--- config.mk ---
export PLATFORM = sky130hd
export DESIGN_NAME = blk_guard
export DESIGN_NICKNAME = d
export VERILOG_FILES = /design/src/rtl/guard_pkg.sv /design/src/rtl/guard_lockbank.sv /design/src/rtl/guard_permit.sv /design/src/rtl/guard_sweep.sv /design/src/rtl/blk_guard.sv
export SDC_FILE = /design/constraint.sdc
export NUM_CORES = 1
export LEC_CHECK = 0
export BUFFER_PORTS_ARGS = -buffer_cell sky130_fd_sc_hd__buf_2
export CAP_MARGIN = 20
export CORE_AREA = 10 10 87 89
export CTS_BUF_LIST = sky130_fd_sc_hd__clkbuf_8 sky130_fd_sc_hd__clkbuf_16
export DETAILED_ROUTE_END_ITERATION = 7
export DIE_AREA = 0 0 97 99
export GPL_ROUTABILITY_DRIVEN = 0
export MAX_ROUTING_LAYER = met4
export PLACE_DENSITY = 0.75
export REMOVE_ABC_BUFFERS = 1
export SLEW_MARGIN = 20
export SYNTH_ARGS = -nofsm -noshare
export SYNTH_HDL_FRONTEND = slang
export SYNTH_HIERARCHICAL = 1
export SYNTH_SLANG_ARGS = --single-unit
--- constraint.sdc ---
create_clock -name clk -period 2.76 [get_ports clk]
set_clock_uncertainty 0.1 [all_clocks]
set_input_delay 0.828 -clock clk [delete_from_list [all_inputs] [get_ports clk]]
set_output_delay 0.828 -clock clk [all_outputs]
set_load 0.05 [all_outputs]
--- src/rtl/guard_pkg.sv ---
package guard_pkg;

  typedef enum logic [1:0] {
    OP_WRITE     = 2'd0,
    OP_ERASE_ONE = 2'd1,
    OP_ERASE_ALL = 2'd2,
    OP_RSVD      = 2'd3
  } guard_op_e;

  // Permission rule for a single query.
  function automatic logic grant(guard_op_e op, logic trusted, logic locked);
    case (op)
      OP_WRITE, OP_ERASE_ONE: grant = trusted && !locked;
      OP_ERASE_ALL:           grant = 1'b1;
      default:                grant = 1'b0;
    endcase
  endfunction

endpackage

--- src/rtl/guard_lockbank.sv ---
module guard_lockbank #(
  parameter int IW = 5,
  parameter int NB = 1 << IW,
  parameter logic [NB-1:0] INIT = '0
) (
  input  logic          clk,
  input  logic          por_n,
  input  logic          set_i,
  input  logic [IW-1:0] idx_i,
  output logic [NB-1:0] lock_o
);

  logic [NB-1:0] lock_q;

  // Only power-on reloads the cells; device reset has no path here.
  always_ff @(posedge clk or negedge por_n) begin
    if (!por_n)     lock_q <= INIT;
    else if (set_i) lock_q[idx_i] <= 1'b1;
  end

  assign lock_o = lock_q;

endmodule

--- src/rtl/guard_permit.sv ---
module guard_permit #(
  parameter int IW = 5,
  parameter int NB = 1 << IW
) (
  input  logic          clk,
  input  logic          rst_n,
  input  logic          wp_set_i,
  input  logic          sweep_done_i,
  input  logic [1:0]    op_i,
  input  logic [IW-1:0] blk_i,
  input  logic [NB-1:0] lock_i,
  output logic          allow_o,
  output logic          trusted_o
);
  import guard_pkg::*;

  logic trusted_q;

  always_ff @(posedge clk or negedge rst_n) begin
    if (!rst_n)                         trusted_q <= 1'b0;
    else if (wp_set_i || sweep_done_i)  trusted_q <= 1'b1;
  end

  assign allow_o   = grant(guard_op_e'(op_i), trusted_q, lock_i[blk_i]);
  assign trusted_o = trusted_q;

endmodule

--- src/rtl/guard_sweep.sv ---
module guard_sweep #(
  parameter int IW = 5,
  parameter int NB = 1 << IW
) (
  input  logic          clk,
  input  logic          rst_n,
  input  logic          start_i,
  input  logic          step_i,
  input  logic [NB-1:0] lock_i,
  output logic          valid_o,
  output logic [IW-1:0] blk_o,
  output logic          done_o
);

  // Lowest unlocked index at or above 'from'; NB when none is left.
  function automatic logic [IW:0] seek(logic [NB-1:0] locks, logic [IW:0] from);
    seek = (IW+1)'(NB);
    for (int i = NB - 1; i >= 0; i--)
      if ((IW+1)'(i) >= from && !locks[i]) seek = (IW+1)'(i);
  endfunction

  logic          active_q;
  logic [IW:0]   cur_q;
  logic [IW:0]   hit;
  logic          found;

  assign hit   = seek(lock_i, cur_q);
  assign found = !hit[IW];

  always_ff @(posedge clk or negedge rst_n) begin
    if (!rst_n) begin
      active_q <= 1'b0;
      cur_q    <= '0;
    end else if (start_i) begin
      active_q <= 1'b1;
      cur_q    <= '0;
    end else if (active_q) begin
      if (!found)      active_q <= 1'b0;
      else if (step_i) cur_q    <= hit + 1'b1;
    end
  end

  assign valid_o = active_q && found;
  assign done_o  = active_q && !found;
  assign blk_o   = hit[IW-1:0];

endmodule

--- src/rtl/blk_guard.sv ---
module blk_guard #(
  parameter int BLK_IDX_W = 5,
  parameter logic [(1 << BLK_IDX_W)-1:0] LOCK_INIT = 32'h9000_00F3
) (
  input  logic                 clk,
  input  logic                 por_n,
  input  logic                 rst_n,
  input  logic                 lock_set_i,
  input  logic                 wp_set_i,
  input  logic [BLK_IDX_W-1:0] cmd_blk_i,
  input  logic [1:0]           q_op_i,
  input  logic [BLK_IDX_W-1:0] q_blk_i,
  output logic                 q_allow_o,
  input  logic                 ea_start_i,
  input  logic                 ea_step_i,
  output logic                 ea_valid_o,
  output logic [BLK_IDX_W-1:0] ea_blk_o,
  output logic                 ea_done_o
);
  localparam int NB = 1 << BLK_IDX_W;

  logic [NB-1:0] lock_q;
  logic          protect_open;
  logic          sweep_done;

  guard_lockbank #(.IW(BLK_IDX_W), .NB(NB), .INIT(LOCK_INIT)) u_bank (
    .clk(clk), .por_n(por_n), .set_i(lock_set_i), .idx_i(cmd_blk_i), .lock_o(lock_q)
  );

  guard_sweep #(.IW(BLK_IDX_W), .NB(NB)) u_sweep (
    .clk(clk), .rst_n(rst_n), .start_i(ea_start_i), .step_i(ea_step_i),
    .lock_i(lock_q), .valid_o(ea_valid_o), .blk_o(ea_blk_o), .done_o(sweep_done)
  );

  guard_permit #(.IW(BLK_IDX_W), .NB(NB)) u_permit (
    .clk(clk), .rst_n(rst_n), .wp_set_i(wp_set_i), .sweep_done_i(sweep_done),
    .op_i(q_op_i), .blk_i(q_blk_i), .lock_i(lock_q),
    .allow_o(q_allow_o), .trusted_o(protect_open)
  );

  assign ea_done_o = sweep_done;

endmodule

==> reports/summary.txt, run 1 <==
period utilisation layout = 124.8%
Vias/cell = 6.311
Post-Synthesis Cells = 323
wire per inst = 20.24 um
layout net count = 456
Tot GR Track Use = 20.43%
violated checks = setup timing
status = finished with violations
Finished Layout Cells = 512
most frequent cells in the layout = buf_4 (95), dfrtp_1 (28), a21o_1 (24)
clock buffer depth = 2
Req. time, crit path = 1.83 ns
Clk Latency, worst-skew pair = 0.31 ns
RSZ-0062 raised after global routing = yes
ys flop type = dfrtp_1
Max VDD drop = 0.6952 mV
Num Clock Sinks = 40
critical path capture point type = primary output
CTS clk-pin slew, worst paths = 0.09 ns
reg-to-reg setup timing slack = -0.25 ns
combinational group share of total power = 60.7%
die span in y = 99 um
antenna violations before repair = 0
final setup fails = 12
worst path cell trace = buf_12, buf_8, or3_4, a21o_4, o2111ai_2, and3_1, a211oi_2, nor2_1, a22oi_2, buf_6
slew margin rel. = 52.32%
clk root buf = clkbuf_8
Sw Ratio = 41.32%
max-slew violation count = 0
CTS Buf Count = 5
R2R depth = 13
final core occ = 74.42%
Hold Vio Cnt, Final = 0
Inst Count DP = 488
Ys Warns = 6
Cell Area, Synth = 0.003098 mm^2
EDFF count, synth = 0
CP peak stage delay = 0.43 ns
Min Clock Period, post-route = 3.444 ns
total gr overflow = 0
gr busiest metal = met2
M1 GR Usage = 24.97%
Flop pwr share = 26.3%
fmax = 290.4 MHz
proportion of layout cells with a drive suffix above 1 = 51.72%
P&R area growth vs syn = 40.55%
Post-Route WL = 10,360 um
TNS Setup = -5.267 ns
first-pass GRT wire length = 15,920 um
DP HPWL = 7277 um
total die area = 0.009603 mm^2
first-pass detailed-route iteration total = 5
sequential-to-total area share from yosys stat = 32.63%
RR Endpoint = u_sweep/cur_q[4]$_DFFE_PN0P_
H-tree levels = 2
critical path class = flop to primary output
Worst R2R Start = u_sweep/cur_q[4]$_DFFE_PN0P_
Min-Delay Path Class = primary input to async pin
worst-path fanout max = 7
vias in the first global route = 3,195
Distinct cells, synth = 77
Arrival @ worst endpoint = 2.52 ns
DRC = 0
most common cell after layout, fill and taps aside = buf_4
GR met3 Demand/Resource = 3.980%
Pint = 2008 uW
ys async rst share = 100.0%
Post-Place Setup Slack = -0.5530 ns
PnR Total Power = 3421 uW
Die Width = 97 um
GR Layer Usage met2 = 33.28%
PD cells = 785.8 mW/mm^2
Syn Area/Cell = 9.591 um^2
CTS tree = yes
Clk pwr share = 13.0%
Slowest-stage cell, CP = dfrtp_1
Net Switching = 1414 uW
antenna fix cells = 0
Final WS setup = -0.6838 ns
initial DRC count = 311
via count = 3,231
site row count = 28
Setup crit start kind = flop
Core Area = 0.005851 mm^2
#FFs+latches synth = 40
largest net degree at the start of global routing = 33
I/O Pins = 27
Initial Util = 52.95%
fill count = 402
P_leak = 0.001940 uW
number of max-cap violations = 0
post-route ant nets = 0
IO Port Bufs = 26
measured slew at the worst slew-check pin = 0.7137 ns
## flip-flops by register name, indices dropped and copies added (netlist names)
| name | count |
|---|---|
| u_sweep/cur_q | 6 |
| u_sweep/active_q | 1 |
| u_bank/lock_o | 32 |
| u_permit/trusted_o | 1 |
## area by class of cell
class | count | area (um^2) | area share (%)
Timing Repair Buffer | 127 | 996.0 | 22.87
Clock buffer | 6 | 82.58 | 1.897
Multi-Input combinational cell | 255 | 2125 | 48.79
Clock inverter | 2 | 15.01 | 0.3448
Tap cell | 75 | 93.84 | 2.155
Inverter | 7 | 26.28 | 0.6034
Sequential cell | 40 | 1016 | 23.33
## worst max path at each step
stage                                             from          end  slack, ns  cells after the start
after floorplan           u_sweep/cur_q[5]$_DFFE_PN0P_    ea_done_o      -1.07                      6
after global placement    u_sweep/cur_q[4]$_DFFE_PN0P_  ea_blk_o[1]      -0.50                      8
after detailed placement  u_sweep/cur_q[4]$_DFFE_PN0P_  ea_blk_o[1]      -0.55                      8
after CTS                 u_sweep/cur_q[2]$_DFFE_PN0P_  ea_blk_o[0]      -0.64                     10
after global routing      u_sweep/cur_q[2]$_DFFE_PN0P_  ea_blk_o[0]      -0.76                      9
final                     u_sweep/cur_q[2]$_DFFE_PN0P_  ea_blk_o[0]      -0.68                     10
## worst max-delay path: cells and delay by family (launching register included)
kind,cells,cell delay [ns]
buffers and inverters,3,0.46
and+or+nand+nor,3,0.74
AOI/OAI and AO/OA,4,0.58
DFF,1,0.43
## synthesized netlist by cell type, types with 4 or more instances
library cell | count | area [um^2]
nor2_1 | 22 | 82.58
dfrtp_1 | 32 | 800.8
dfstp_2 | 8 | 210.2
inv_1 | 7 | 26.28
a21oi_1 | 12 | 60.06
o22ai_1 | 4 | 25.02
o21ai_0 | 14 | 70.07
mux2_2 | 4 | 45.04
nor2b_1 | 6 | 37.54
a22o_1 | 4 | 35.03
nand3_1 | 7 | 35.03
nor3_1 | 10 | 50.05
nand2b_1 | 4 | 25.02
buf_6 | 9 | 101.4
o21a_1 | 4 | 30.03
a21o_2 | 5 | 43.79
nand3b_1 | 8 | 60.06
a31oi_1 | 8 | 50.05
nand2_1 | 10 | 37.54
o21bai_1 | 16 | 120.1
a211oi_1 | 8 | 60.06
or3_1 | 6 | 37.54
o211ai_1 | 4 | 30.03
a21o_1 | 24 | 180.2
## layer usage
metal / part of all wire, % / wire, um / up-vias
li1: - / - / 1477
met1: 42 / 4313 / 1586
met2: 50 / 5131 / 147
met3: 7.0 / 724 / 21
met4: 1.9 / 193 / 0
met5: 0 / 0 / -
## through the flow
stage | hold slack [ns] | instance area [um^2]
floorplan | 0.3458 | 2887
global placement | 0.4071 | 3774
detailed placement | 0.4195 | 3774
CTS | 0.2527 | 4153
global route | 0.2473 | 4354
finish | 0.2427 | 4354
## power by group through the flow
stage | clock network, uW | logic [uW] | registers (uW)
floorplan | 0 | 826 | 909
global placement | 0 | 1580 | 888
detailed placement | 0 | 1610 | 895
CTS | 443 | 1890 | 888
global route | 470 | 2210 | 913
finish | 444 | 2080 | 899
## cell families (layout without fill, tap and decap cells)
| family | after synthesis | after routing | share of synthesized area [%] |
|---|---|---|---|
| AOI/OAI and AO/OA | 134 | 134 | 32.03 |
| xor gates and xnor gates | 2 | 2 | 0.5655 |
| adders and majority gates | 2 | 2 | 0.7673 |
| buffers and inverters | 28 | 142 | 7.673 |
| DFF | 40 | 40 | 32.63 |
| muxes | 12 | 12 | 6.422 |
| and+or+nand+nor | 105 | 105 | 19.91 |
## repair_timing
| action | in CTS | in global routing |
|---|---|---|
| setup buffers | 10 | 9 |
| pin swaps | 25 | 20 |
| hold buffers | 0 | 0 |
| setup endpoints to repair | 14 | 14 |
| resized for setup | 62 | 33 |
No activity file was read; power rests on OpenSTA's default activity.
==> run 2, diff against run 1 <==
==> constraint.sdc (replaced) <==
create_clock -name clk -period 2.76 [get_ports clk]
set_clock_uncertainty 0.1 [all_clocks]
set_input_delay 0.828 -clock clk [delete_from_list [all_inputs] [get_ports clk]]
set_output_delay 0.828 -clock clk [all_outputs]
set_load 0.01 [all_outputs]
==> run 2 against run 1 <==
Effect of this change: the flow still finishes with violations (setup timing); routed wire length is 5.8% higher; sequential share of layout area grew 0.40 points; sequential cell count stayed put; die area unchanged; design area shrank 1.7%; global-route usage up 1.1 points; critical endpoint is now ea_blk_o[3]; highest routed layer unchanged.
==> reports/summary.txt, run 2 (synthesized netlist as in run 1, its figures left out) <==
hold buffer count at cts = 0
Setup crit start kind = flop
Tot GR Track Use = 21.54%
Final WS setup = -0.6486 ns
final core occ = 73.16%
vias in the first global route = 3,299
site row count = 28
Die Width = 97 um
total stage count of the critical path = 9
PD cells = 755.5 mW/mm^2
CP peak stage delay = 0.46 ns
measured slew at the worst slew-check pin = 0.6849 ns
status = finished with violations
DRC = 0
CTS clk-pin slew, worst paths = 0.09 ns
layout net count = 446
TNS Setup = -5.233 ns
violated checks = setup timing
R2R depth = 11
Slowest-stage cell, CP = dfrtp_2
Req. time, crit path = 1.83 ns
first-pass GRT wire length = 16,820 um
RSZ-0062 raised after global routing = yes
register area = 0.001016 mm^2
critical path capture point type = primary output
H-tree levels = 2
final setup fails = 11
fmax = 293.4 MHz
I/O Pins = 27
CP most frequent cell = buf_6
largest net degree at the start of global routing = 33
IO Port Bufs = 26
antenna violations before repair = 0
first-pass detailed-route iteration total = 5
P_leak = 0.001895 uW
total gr overflow = 0
DP HPWL = 7167 um
Clk Latency, worst-skew pair = 0.30 ns
Hold Vio Cnt, Final = 0
Top Family by Delay on Critical Path = compound AO/OA/AOI/OAI gates
antenna fix cells = 0
number of flip-flops in the largest register = 32
area of the multi-input gates = 0.002127 mm^2
clk root buf = clkbuf_8
max-slew violation count = 0
fill count = 405
number of max-cap violations = 0
post-route ant nets = 0
Initial Util = 52.95%
critical path class = flop to primary output
Min-Delay Path Class = primary input to async pin
most frequent cells in the layout = buf_4 (75), dfrtp_1 (28), a21o_1 (24)
most common cell after layout, fill and taps aside = buf_4
via count = 3,322
total die area = 0.009603 mm^2
Num Clock Sinks = 40
P&R area growth vs syn = 38.17%
Max VDD drop = 0.5201 mV
crit path buf inv count = 4
initial DRC count = 386
Min Clock Period, post-route = 3.409 ns
Post-Route WL = 10,960 um
proportion of layout cells with a drive suffix above 1 = 49.88%
Vias/cell = 6.618
worst-path fanout max = 5
CTS tree = yes
Core Area = 0.005851 mm^2
Arrival @ worst endpoint = 2.48 ns
CTS Buf Count = 5
die span in y = 99 um
slew margin rel. = 54.24%
clock buffer depth = 2
period utilisation layout = 123.5%
wire per inst = 21.83 um
worst path cell trace = buf_12, buf_6, a211o_1, a22o_4, buf_6, a31oi_4, o211ai_1, a31oi_1, buf_2
==> run 2: path summary, 6_finish.rpt <==
path                                               from                            to  slack, ns
max                        u_sweep/cur_q[1]$_DFFE_PN0P_                   ea_blk_o[3]      -0.65
min                                               rst_n  u_sweep/cur_q[5]$_DFFE_PN0P_       0.26
min in group clk           u_bank/lock_o[1]$_DFFE_PN1P_  u_bank/lock_o[1]$_DFFE_PN1P_       0.45
min reg2reg                u_bank/lock_o[1]$_DFFE_PN1P_  u_bank/lock_o[1]$_DFFE_PN1P_       0.45
max in group asynchronous                         por_n  u_bank/lock_o[2]$_DFFE_PN0P_       1.66
max reg2reg                u_sweep/cur_q[0]$_DFFE_PN0P_  u_sweep/cur_q[3]$_DFFE_PN0P_      -0.33
==> run 2: layout make-up <==
class	instances	share of cell area, %
multi-input combinational	255	49.69
sequential	40	23.74
timing repair buffer	117	21.69
tap	75	2.192
clock buffer	5	1.608
inverter	7	0.6139
clock inverter	3	0.4677
==> run 2: stage by stage <==
stage | total power [uW] | setup slack [ns] | cell area (um^2) | hold slack [ns] | cells
final | 3234 | -0.6486 | 4280 | 0.2602 | 502
after global routing | 3415 | -0.7221 | 4280 | 0.2721 | 502
after CTS | 2974 | -0.5874 | 4044 | 0.2670 | 497
after detailed placement | 2327 | -0.4404 | 3686 | 0.4190 | 478
after global placement | 2286 | -0.3754 | 3686 | 0.4051 | 478
after floorplan | 1624 | -0.2962 | 2887 | 0.3458 | 302
==> run 2: power by group <==
group          leakage [uW]  switching [uW]  internal (uW)
Sequential         0.000450             173            731
Clock             0.0000455             226            177
Combinational       0.00140             916           1010
Total               0.00189            1310           1920
==> run 2: metal layers <==
layer  vias to the layer above  track usage [%]  share of wire, %
li1                       1464                -                 -
met1                      1571            25.50                39
met2                       226            34.98                48
met3                        61            3.771               8.1
met4                         0            9.875               4.7
met5                         -                -                 0
==> run 2: what timing repair did <==
| action | 4_1_cts | 5_1_grt |
|---|---|---|
| setup buffers | 11 | 6 |
| resized for setup | 46 | 41 |
| pin swaps | 17 | 10 |
| setup endpoints to repair | 14 | 14 |
==> run 3, diff against run 2 <==
--- a/config.mk
+++ b/config.mk
@@ -7,10 +7,10 @@
 export LEC_CHECK = 0
 export BUFFER_PORTS_ARGS = -buffer_cell sky130_fd_sc_hd__buf_2
 export CAP_MARGIN = 20
-export CORE_AREA = 10 10 87 89
+export CORE_AREA = 2 2 79 81
 export CTS_BUF_LIST = sky130_fd_sc_hd__clkbuf_8 sky130_fd_sc_hd__clkbuf_16
 export DETAILED_ROUTE_END_ITERATION = 7
-export DIE_AREA = 0 0 97 99
+export DIE_AREA = 0 0 81 83
 export GPL_ROUTABILITY_DRIVEN = 0
 export MAX_ROUTING_LAYER = met4
 export PLACE_DENSITY = 0.75
==> constraint.sdc (replaced) <==
create_clock -name clk -period 3 [get_ports clk]
set_clock_uncertainty 0.1 [all_clocks]
set_input_delay 0.9 -clock clk [delete_from_list [all_inputs] [get_ports clk]]
set_output_delay 0.9 -clock clk [all_outputs]
set_load 0.01 [all_outputs]
==> run 3 against run 2 <==
Effect of this change: the run still ends with setup timing left; die area shrank 30%; clock power shrank 3%; global-route usage grew 9.0 points; design area shrank 1.4%; worst setup slack gained 0.17 ns; routed wire length shrank 7.1%; combinational power shrank 12%; sequential cell count is the same.
==> reports/summary.txt, run 3 (synthesized netlist as in run 1, its figures left out) <==
Min-Delay Path Class = primary input to async pin
antenna violations before repair = 0
largest net degree at the start of global routing = 33
proportion of layout cells with a drive suffix above 1 = 49.88%
most common cell after layout, fill and taps aside = buf_4
clk root buf = clkbuf_8
Clk Latency, worst-skew pair = 0.30 ns
Vias/cell = 6.556
final core occ = 72.59%
Final Hold Slack = 0.3358 ns
die span in y = 83 um
wire per inst = 20.54 um
vias in the first global route = 3,120
P&R area growth vs syn = 36.27%
reg-to-reg setup timing slack = -0.08 ns
period utilisation layout = 115.9%
clock buffer depth = 2
total die area = 0.006723 mm^2
Setup crit start kind = flop
Slowest-stage cell, CP = dfrtp_2
fmax = 287.7 MHz
hold buffer count at cts = 0
antenna fix cells = 0
CP most frequent cell = a21oi_2
IO Port Bufs = 26
CTS clk-pin slew, worst paths = 0.08 ns
Req. time, crit path = 2.00 ns
CTS tree = yes
first-pass detailed-route iteration total = 5
CTS Buf Count = 5
DRC = 0
layout net count = 440
DP HPWL = 6751 um
Initial Util = 53.27%
most frequent cells in the layout = buf_4 (75), dfrtp_1 (27), a21o_1 (24)
Core Area = 0.005816 mm^2
max-slew violation count = 0
critical path capture point type = primary output
final setup fails = 9
fill count = 417
Max VDD drop = 0.5485 mV
CP peak stage delay = 0.49 ns
PD cells = 695.5 mW/mm^2
number of flip-flops in the largest register = 32
total gr overflow = 0
I/O Pins = 27
Tot GR Track Use = 30.57%
violated checks = setup timing
site row count = 28
worst-path fanout max = 7
status = finished with violations
initial DRC count = 287
RSZ-0062 raised after global routing = yes
post-route ant nets = 0
measured slew at the worst slew-check pin = 0.6869 ns
slew margin rel. = 54.21%
first-pass GRT wire length = 15,510 um
P_leak = 0.001850 uW
worst path cell trace = buf_6, a211o_1, a22o_1, or3_1, a21oi_2, nor3_2, nor2_2, a21oi_2, buf_2
critical path class = flop to primary output
Min Clock Period, post-route = 3.476 ns
Num Clock Sinks = 40
Final WS setup = -0.4763 ns
number of max-cap violations = 0
Post-Route WL = 10,190 um
H-tree levels = 2
Hold Vio Cnt, Final = 0
Die Width = 81 um
via count = 3,252
Arrival @ worst endpoint = 2.48 ns
[run 3: changes by cell type in the layout (fill, tap and decap cells not counted), moves of 2 or more]
cell | previous run | this run
buf_6 | 16 | 9
nor4_2 | 0 | 2
nor4_1 | 3 | 1
o21ai_2 | 1 | 3
o21ai_1 | 3 | 5
o21ai_0 | 12 | 8
[run 3: cell type report]
type                       count  area, um^2  share of cell area, %
clock buffer                   6       82.58                  1.956
inverter                       7       26.28                 0.6224
multi-input combinational    255        2115                  50.09
sequential                    40        1017                  24.10
timing repair buffer         111       872.1                  20.66
tap                           75       93.84                  2.223
clock inverter                 2       15.01                 0.3557
[run 3: worst paths after layout]
| check | startpoint | to | cells past startpoint |
|---|---|---|---|
| hold reg to reg | u_bank/lock_o[1]$_DFFE_PN1P_ | u_bank/lock_o[1]$_DFFE_PN1P_ | 1 |
| max in group asynchronous | por_n | u_bank/lock_o[3]$_DFFE_PN0P_ | 1 |
| setup / recovery | u_sweep/cur_q[0]$_DFFE_PN0P_ | ea_blk_o[1] | 9 |
| hold / removal | rst_n | u_permit/trusted_o$_DFFE_PN0P_ | 1 |
| setup reg to reg | u_sweep/cur_q[3]$_DFFE_PN0P_ | u_sweep/cur_q[3]$_DFFE_PN0P_ | 11 |
| min in group clk | u_bank/lock_o[1]$_DFFE_PN1P_ | u_bank/lock_o[1]$_DFFE_PN1P_ | 1 |
[run 3: critical path, delay by kind of cell (launching register included)]
family / cells / cell delay (ns)
AO/OA/AOI/OAI: 4 / 0.75
buffers and inverters: 2 / 0.29
flip-flops: 1 / 0.49
AND/OR/NAND/NOR: 3 / 0.64
[run 3: layer usage]
metal | vias up | part of all wire, % | global-route usage, %
met5 | - | 0 | -
met4 | 0 | 4.2 | 10.48
met3 | 45 | 7.4 | 5.217
met2 | 191 | 48 | 48.46
met1 | 1569 | 41 | 39.36
li1 | 1447 | - | -
[run 3: metrics by stage]
stage          cell area (um^2)  total power [uW]  setup slack (ns)  cells  setup TNS [ns]
6_report                   4222              2936           -0.4763    496          -2.825
5_1_grt                    4222              3102           -0.5643    496          -3.896
4_1_cts                    3934              2676           -0.3843    485          -2.476
3_5_place_dp               3588              2100           -0.2886    465          -2.053
3_3_place_gp               3588              2061           -0.2968    465          -1.775
2_1_floorplan              2887              1494           -0.1282    302         -0.4760
[run 3: power by group]
group	leakage, uW	internal [uW]	switching, uW
Clock	0.0000434	186	203
Sequential	0.000448	673	173
Combinational	0.00136	906	795
Total	0.00185	1770	1170
[run 3: timing repair]
item	in CTS	in global routing
setup endpoints to repair	11	11
pin swaps	15	22
gates cloned	1	0
resized for setup	42	47
setup buffers	11	12
